## src/rtl/stg_irq_pkg.sv

```systemverilog
package stg_irq_pkg;
  localparam int XLEN = 32;

  // Machine state bit positions (index 0 = least significant)
  localparam int MSR_EE = 15;
  localparam int MSR_ME = 12;
  localparam int MSR_NCLR = 12;
  localparam int MSR_CLR_IDX [MSR_NCLR] = '{26, 25, 18, 15, 14, 13, 11, 9, 8, 5, 4, 1};

  // Syndrome bit positions
  localparam int ESR_ST  = 23;
  localparam int ESR_BO  = 17;
  localparam int ESR_VLI = 5;
  localparam int ESR_MIF = 1;
  localparam int ESR_XTE = 0;

  // Vector field slices
  localparam int PFX_LO = 16;
  localparam int OFS_HI = 15;
  localparam int OFS_LO = 4;

  typedef enum logic [2:0] {
    CAUSE_NONE,
    CAUSE_ACC,
    CAUSE_XTE,
    CAUSE_BO,
    CAUSE_MIF
  } cause_e;

  function automatic logic [XLEN-1:0] msr_clr_mask();
    logic [XLEN-1:0] m;
    m = '0;
    for (int k = 0; k < MSR_NCLR; k++) m[MSR_CLR_IDX[k]] = 1'b1;
    return m;
  endfunction
endpackage

```

## src/rtl/stg_isi_prio.sv

```systemverilog
module stg_isi_prio
  import stg_irq_pkg::*;
(
  input  logic   ee,
  input  logic   acc_viol,
  input  logic   bus_err,
  input  logic   bo_cross,
  input  logic   page_vle,
  input  logic   page_le,
  input  logic   cof_odd,
  output cause_e cause
);
  logic hit_xte, hit_bo, hit_mif;

  assign hit_xte = bus_err & ee;
  assign hit_bo  = bo_cross | (page_vle & page_le);
  assign hit_mif = cof_odd & ~page_vle;

  always_comb begin
    if (acc_viol)     cause = CAUSE_ACC;
    else if (hit_xte) cause = CAUSE_XTE;
    else if (hit_bo)  cause = CAUSE_BO;
    else if (hit_mif) cause = CAUSE_MIF;
    else              cause = CAUSE_NONE;
  end
endmodule

```

## src/rtl/stg_syndrome.sv

```systemverilog
module stg_syndrome
  import stg_irq_pkg::*;
(
  input  cause_e            cause,
  input  logic              is_data,
  input  logic              store,
  input  logic              vle_insn,
  output logic [XLEN-1:0]   esr
);
  always_comb begin
    esr          = '0;
    esr[ESR_VLI] = vle_insn;
    esr[ESR_ST]  = is_data & store;
    unique case (cause)
      CAUSE_XTE: esr[ESR_XTE] = 1'b1;
      CAUSE_BO:  esr[ESR_BO]  = 1'b1;
      CAUSE_MIF: esr[ESR_MIF] = 1'b1;
      default:   ;
    endcase
  end
endmodule

```

## src/rtl/stg_vec_gen.sv

```systemverilog
module stg_vec_gen
  import stg_irq_pkg::*;
#(
  parameter int ALIGN_BITS = OFS_LO
) (
  input  logic [XLEN-1:0] prefix,
  input  logic [XLEN-1:0] offset,
  output logic [XLEN-1:0] vec
);
  localparam int OFS_W = PFX_LO - ALIGN_BITS;

  generate
    if (ALIGN_BITS > 0) begin : g_align
      assign vec = {prefix[XLEN-1:PFX_LO], offset[PFX_LO-1:ALIGN_BITS], {ALIGN_BITS{1'b0}}};
    end else begin : g_noalign
      assign vec = {prefix[XLEN-1:PFX_LO], offset[OFS_W-1:0]};
    end
  endgenerate
endmodule

```

## src/rtl/stg_irq_entry.sv

```systemverilog
module stg_irq_entry
  import stg_irq_pkg::*;
(
  input  logic            clk,
  input  logic            rst,
  input  logic            i_vld,
  input  logic            i_acc_viol,
  input  logic            i_bus_err,
  input  logic            i_bo_cross,
  input  logic            i_page_vle,
  input  logic            i_page_le,
  input  logic            i_cof_odd,
  input  logic            i_vle_insn,
  input  logic            d_vld,
  input  logic            d_acc_viol,
  input  logic            d_bo_fault,
  input  logic            d_store,
  input  logic            d_vle_insn,
  input  logic [31:0]     d_ea,
  input  logic [31:0]     msr_in,
  input  logic [31:0]     ivpr,
  input  logic [31:0]     ivor_dsi,
  input  logic [31:0]     ivor_isi,
  output logic            taken,
  output logic            took_data,
  output logic [31:0]     vector,
  output logic [31:0]     msr_out,
  output logic [31:0]     esr_out,
  output logic [31:0]     dear_out
);
  localparam logic [XLEN-1:0] CLR_MASK = msr_clr_mask();

  cause_e          i_cause, d_cause, sel_cause;
  logic            i_hit, d_hit, any_hit;
  logic [XLEN-1:0] vec_isi, vec_dsi, esr_nxt, msr_nxt;

  stg_isi_prio u_prio (
    .ee       (msr_in[MSR_EE]),
    .acc_viol (i_acc_viol),
    .bus_err  (i_bus_err),
    .bo_cross (i_bo_cross),
    .page_vle (i_page_vle),
    .page_le  (i_page_le),
    .cof_odd  (i_cof_odd),
    .cause    (i_cause)
  );

  always_comb begin
    if (d_acc_viol)      d_cause = CAUSE_ACC;
    else if (d_bo_fault) d_cause = CAUSE_BO;
    else                 d_cause = CAUSE_NONE;
  end

  assign d_hit     = d_vld & (d_cause != CAUSE_NONE);
  assign i_hit     = i_vld & (i_cause != CAUSE_NONE);
  assign any_hit   = d_hit | i_hit;
  assign sel_cause = d_hit ? d_cause : i_cause;

  stg_syndrome u_syn (
    .cause    (sel_cause),
    .is_data  (d_hit),
    .store    (d_store),
    .vle_insn (d_hit ? d_vle_insn : i_vle_insn),
    .esr      (esr_nxt)
  );

  stg_vec_gen u_vec_isi (.prefix(ivpr), .offset(ivor_isi), .vec(vec_isi));
  stg_vec_gen u_vec_dsi (.prefix(ivpr), .offset(ivor_dsi), .vec(vec_dsi));

  assign msr_nxt = msr_in & ~CLR_MASK;

  always_ff @(posedge clk) begin
    if (rst) begin
      taken     <= 1'b0;
      took_data <= 1'b0;
      vector    <= '0;
      msr_out   <= '0;
      esr_out   <= '0;
      dear_out  <= '0;
    end else begin
      taken <= any_hit;
      if (any_hit) begin
        took_data <= d_hit;
        vector    <= d_hit ? vec_dsi : vec_isi;
        msr_out   <= msr_nxt;
        esr_out   <= esr_nxt;
      end
      if (d_hit) dear_out <= d_ea;
    end
  end
endmodule

```

## config.mk

```make
export PLATFORM = sky130hd
export DESIGN_NAME = stg_irq_entry
export DESIGN_NICKNAME = d
export VERILOG_FILES = /design/src/rtl/stg_irq_pkg.sv /design/src/rtl/stg_isi_prio.sv /design/src/rtl/stg_syndrome.sv /design/src/rtl/stg_vec_gen.sv /design/src/rtl/stg_irq_entry.sv
export SDC_FILE = /design/constraint.sdc
export NUM_CORES = 1
export LEC_CHECK = 0
export ABC_CLOCK_PERIOD_IN_PS = 1810
export BUFFER_PORTS_ARGS = -buffer_cell sky130_fd_sc_hd__buf_2
export CAP_MARGIN = 20
export CORE_AREA = 2 2 119 121
export CTS_BUF_LIST = sky130_fd_sc_hd__clkbuf_16
export CTS_CLUSTER_DIAMETER = 200
export CTS_CLUSTER_SIZE = 24
export DETAILED_ROUTE_END_ITERATION = 16
export DIE_AREA = 0 0 121 123
export GPL_ROUTABILITY_DRIVEN = 0
export PLACE_DENSITY = 0.64
export SLEW_MARGIN = 5
export SYNTH_ARGS = -nofsm -noshare
export SYNTH_HDL_FRONTEND = slang
export SYNTH_SLANG_ARGS = --single-unit
```

## constraint.sdc

```tcl
create_clock -name clk -period 1.81 [get_ports clk]
set_input_delay 0.0905 -clock clk [delete_from_list [all_inputs] [get_ports clk]]
set_output_delay 0.0905 -clock clk [all_outputs]
set_load 0.02 [all_outputs]
```

==> flow_summary_export.csv <==
group,metric,value,unit
status,outcome,"finished, final reports clean",
yosys,synth.avg_cell_area,8.08,sq um
floorplanning,io_pins,305,
cells_and_area,synthToLayoutAreaGrowth,47.4,%
yosys,synth_top_flop_cell,"dfxtp_1",
yosys,seq_area_frac_synth,47.3,%
power_and_ir_drop,leakagePower,2.51,nW
global_routing,grt_usage,14.0,%
clock_tree,cts_tree,"yes",
timing,slew_violations,0,
route,dr.pass1.iters,4,
global_routing,grt_util_met1,16.3,%
global_routing,met3_usage,5.58,%
clock_tree,hold_buffers,49,
timing,fin_worst_skew,0,ns
timing,fin_crit,1.10,ns
cells_and_area,instances_no_fill,863,
hold_path,hold_path_class,"in2reg",
placement,place_inst,798,
setup_path,r2r_slack,1.09,ns
route,viasPerCell,4.38,
timing,rsz0062_at_grt,"no",
floorplanning,core,13600,sq um
job,max_cap_viol_count,0,
yosys,synth.area.top_cells,"dfxtp_1 47%, a21oi_1 10%, buf_4 9.8%",
floorplanning,dieArea,14900,sq um
global_routing,grt_max_degree,88,
yosys,syn_inst,455,
power_and_ir_drop,worst_ir_drop_vdd,0.392,mV
yosys,synthesis.area,3680,sq um
yosys,yosysMostFrequentCell,"nand2_1",
cells_and_area,drive_above_1_share,33.1,%
yosys,yosysTopAreaCell,"dfxtp_1",
global_routing,grt_pass1_vias,3529,
clock_tree,clockRootBuffer,"clkbuf_16",
route,drt-total-wl,10700,microns
clock_tree,cts_setup_buffers,0,
yosys,ys_warn_count,0,
placement,port_buffers,194,
route,drtAntennaViolNets,0,
floorplanning,die_x,121,microns
yosys,synth.top_cell.area_share,47.3,%
clock_tree,path_clk_slew,0.06,ns
clock_tree,cts_buffers,9,
setup_path,worst_setup_path_start_kind,"input port",
setup_path,crit_chain,"buf_2 -> a21o_1 -> o31ai_4 -> buf_4 -> a221o_1 -> a21oi_1",
setup_path,cp.arrival,1.30,ns
yosys,synth-seq-cells,87,
power_and_ir_drop,power_density,886,nW/um^2
global_routing,top_usage_layer,"met2",
cells_and_area,fillers,1369,
route,drt_first_iter_violations,149,
timing,setup_viol,0,
yosys,synthArstFlopShare,0,%
route,routed-via-count,3781,
clock_tree,clk_latency,0.33,ns
timing,min_period_over_period,60.6,%
timing,max_freq,911,MHz
setup_path,critPathMaxStageDelay,0.33,ns
floorplanning,die_h,123,microns
setup_path,critical_path_class,"in2reg",
clock_tree,ctsResizeCount,0,
placement,dp_hpwl,6940,microns
setup_path,crit_fanout,19,
setup_path,critPathCaptureType,"register",
setup_path,worstPathRequired,2.01,ns
cells_and_area,register_area,1740,sq um
global_routing,grt_pass1_wl,16600,microns
route,wl_per_cell,12.4,microns
cells_and_area,utilization,39.8,%
timing,tns,0,ns
global_routing,grt_overflow,0,
setup_path,crit_slowest_cell,"o31ai_4",
cells_and_area,antenna_cells,0,
global_routing,use_met2,23.1,%
route,route.detailed.drc,0,
floorplanning,start_util,27.0,%
cells_and_area,num-nets-final,853,
yosys,synth_edf_count,0,
clock_tree,htree_levels,3,
clock_tree,clockBufferDepth,2,
yosys,synth.distinct_cells,25,
yosys,synthTopCellsByCount,"94 x nand2_1, 87 x dfxtp_1, 74 x a21oi_1, 48 x buf_4, 39 x nand3_1",
global_routing,antenna_found_initial,0,
floorplanning,row_count,43,
timing,finalHoldViolCount,0,
cells_and_area,multiInputGateArea,1610,sq um
clock_tree,cts.sinks,87,
-- worst paths after layout --
kind | start | endpoint | cells after the start
min reg2reg | dear_out[9] | dear_out[9] | 2
max | i_page_vle | esr_out[17] | 6
max reg2reg | vector[7] | vector[7] | 2
min | d_ea[1] | dear_out[1] | 3
-- per-stage QoR --
| stage | hold slack (ns) | total power [mW] | setup slack, ns | instance area [sq um] |
|---|---|---|---|---|
| after floorplan | 0.227 | 2.76 | 0.633 | 3840 |
| after global placement | 0.335 | 3.01 | 0.375 | 4650 |
| after detailed placement | 0.340 | 3.01 | 0.350 | 4650 |
| after CTS | 0.000316 | 4.89 | 0.731 | 5420 |
| after global routing | 0.00245 | 5.08 | 0.638 | 5420 |
| final | 0.0230 | 4.81 | 0.712 | 5420 |
-- flip-flops by register name (all words and copies together) (netlist names) --
signal     count
taken          1
took_data      1
msr_out       20
vector        28
dear_out      32
esr_out        5
-- report_power, final --
group	switching, mW	total, mW	internal, mW
sequential	0.0558	2.10	2.04
combinational	0.592	0.958	0.367
clock	0.710	1.75	1.04
-- area by class of cell --
type | count | share of cell area (%)
Multi-Input combinational cell | 328 | 29.7
Timing Repair Buffer | 252 | 28.9
Tap cell | 180 | 4.15
Clock inverter | 7 | 0.992
Clock buffer | 9 | 4.15
Sequential cell | 87 | 32.1
-- critical path: cells and delay by family --
family                 cells  cell delay [ns]
buffers and inverters      2             0.41
AO/OA/AOI/OAI              4             0.79
-- logic make-up after synthesis --
logic type,Yosys count,synth area share (%)
compound gates,134,22.0
buf+inv,82,13.5
flops,87,47.3
other cells,1,0.102
simple gates,151,17.0
-- layer usage --
| layer | up-vias | wire length, microns |
|---|---|---|
| met2 | 152 | 4980 |
| li1 | 1912 | - |
| met4 | 0 | 132 |
| met3 | 11 | 953 |
| met1 | 1706 | 4610 |
| met5 | - | 0 |
-- cells in the final DEF (no fill, tap or decap), drive strengths merged, types with 2 or more instances in the layout --
cell type    count
dfxtp           87
nand3           39
a21oi           74
o21ai           38
clkbuf           9
a21o             2
conb            43
nand2           94
clkinv           6
a311oi          13
buf            203
dlygate4sd3     49
nor2            15
Power figures use the tool's default switching activity.
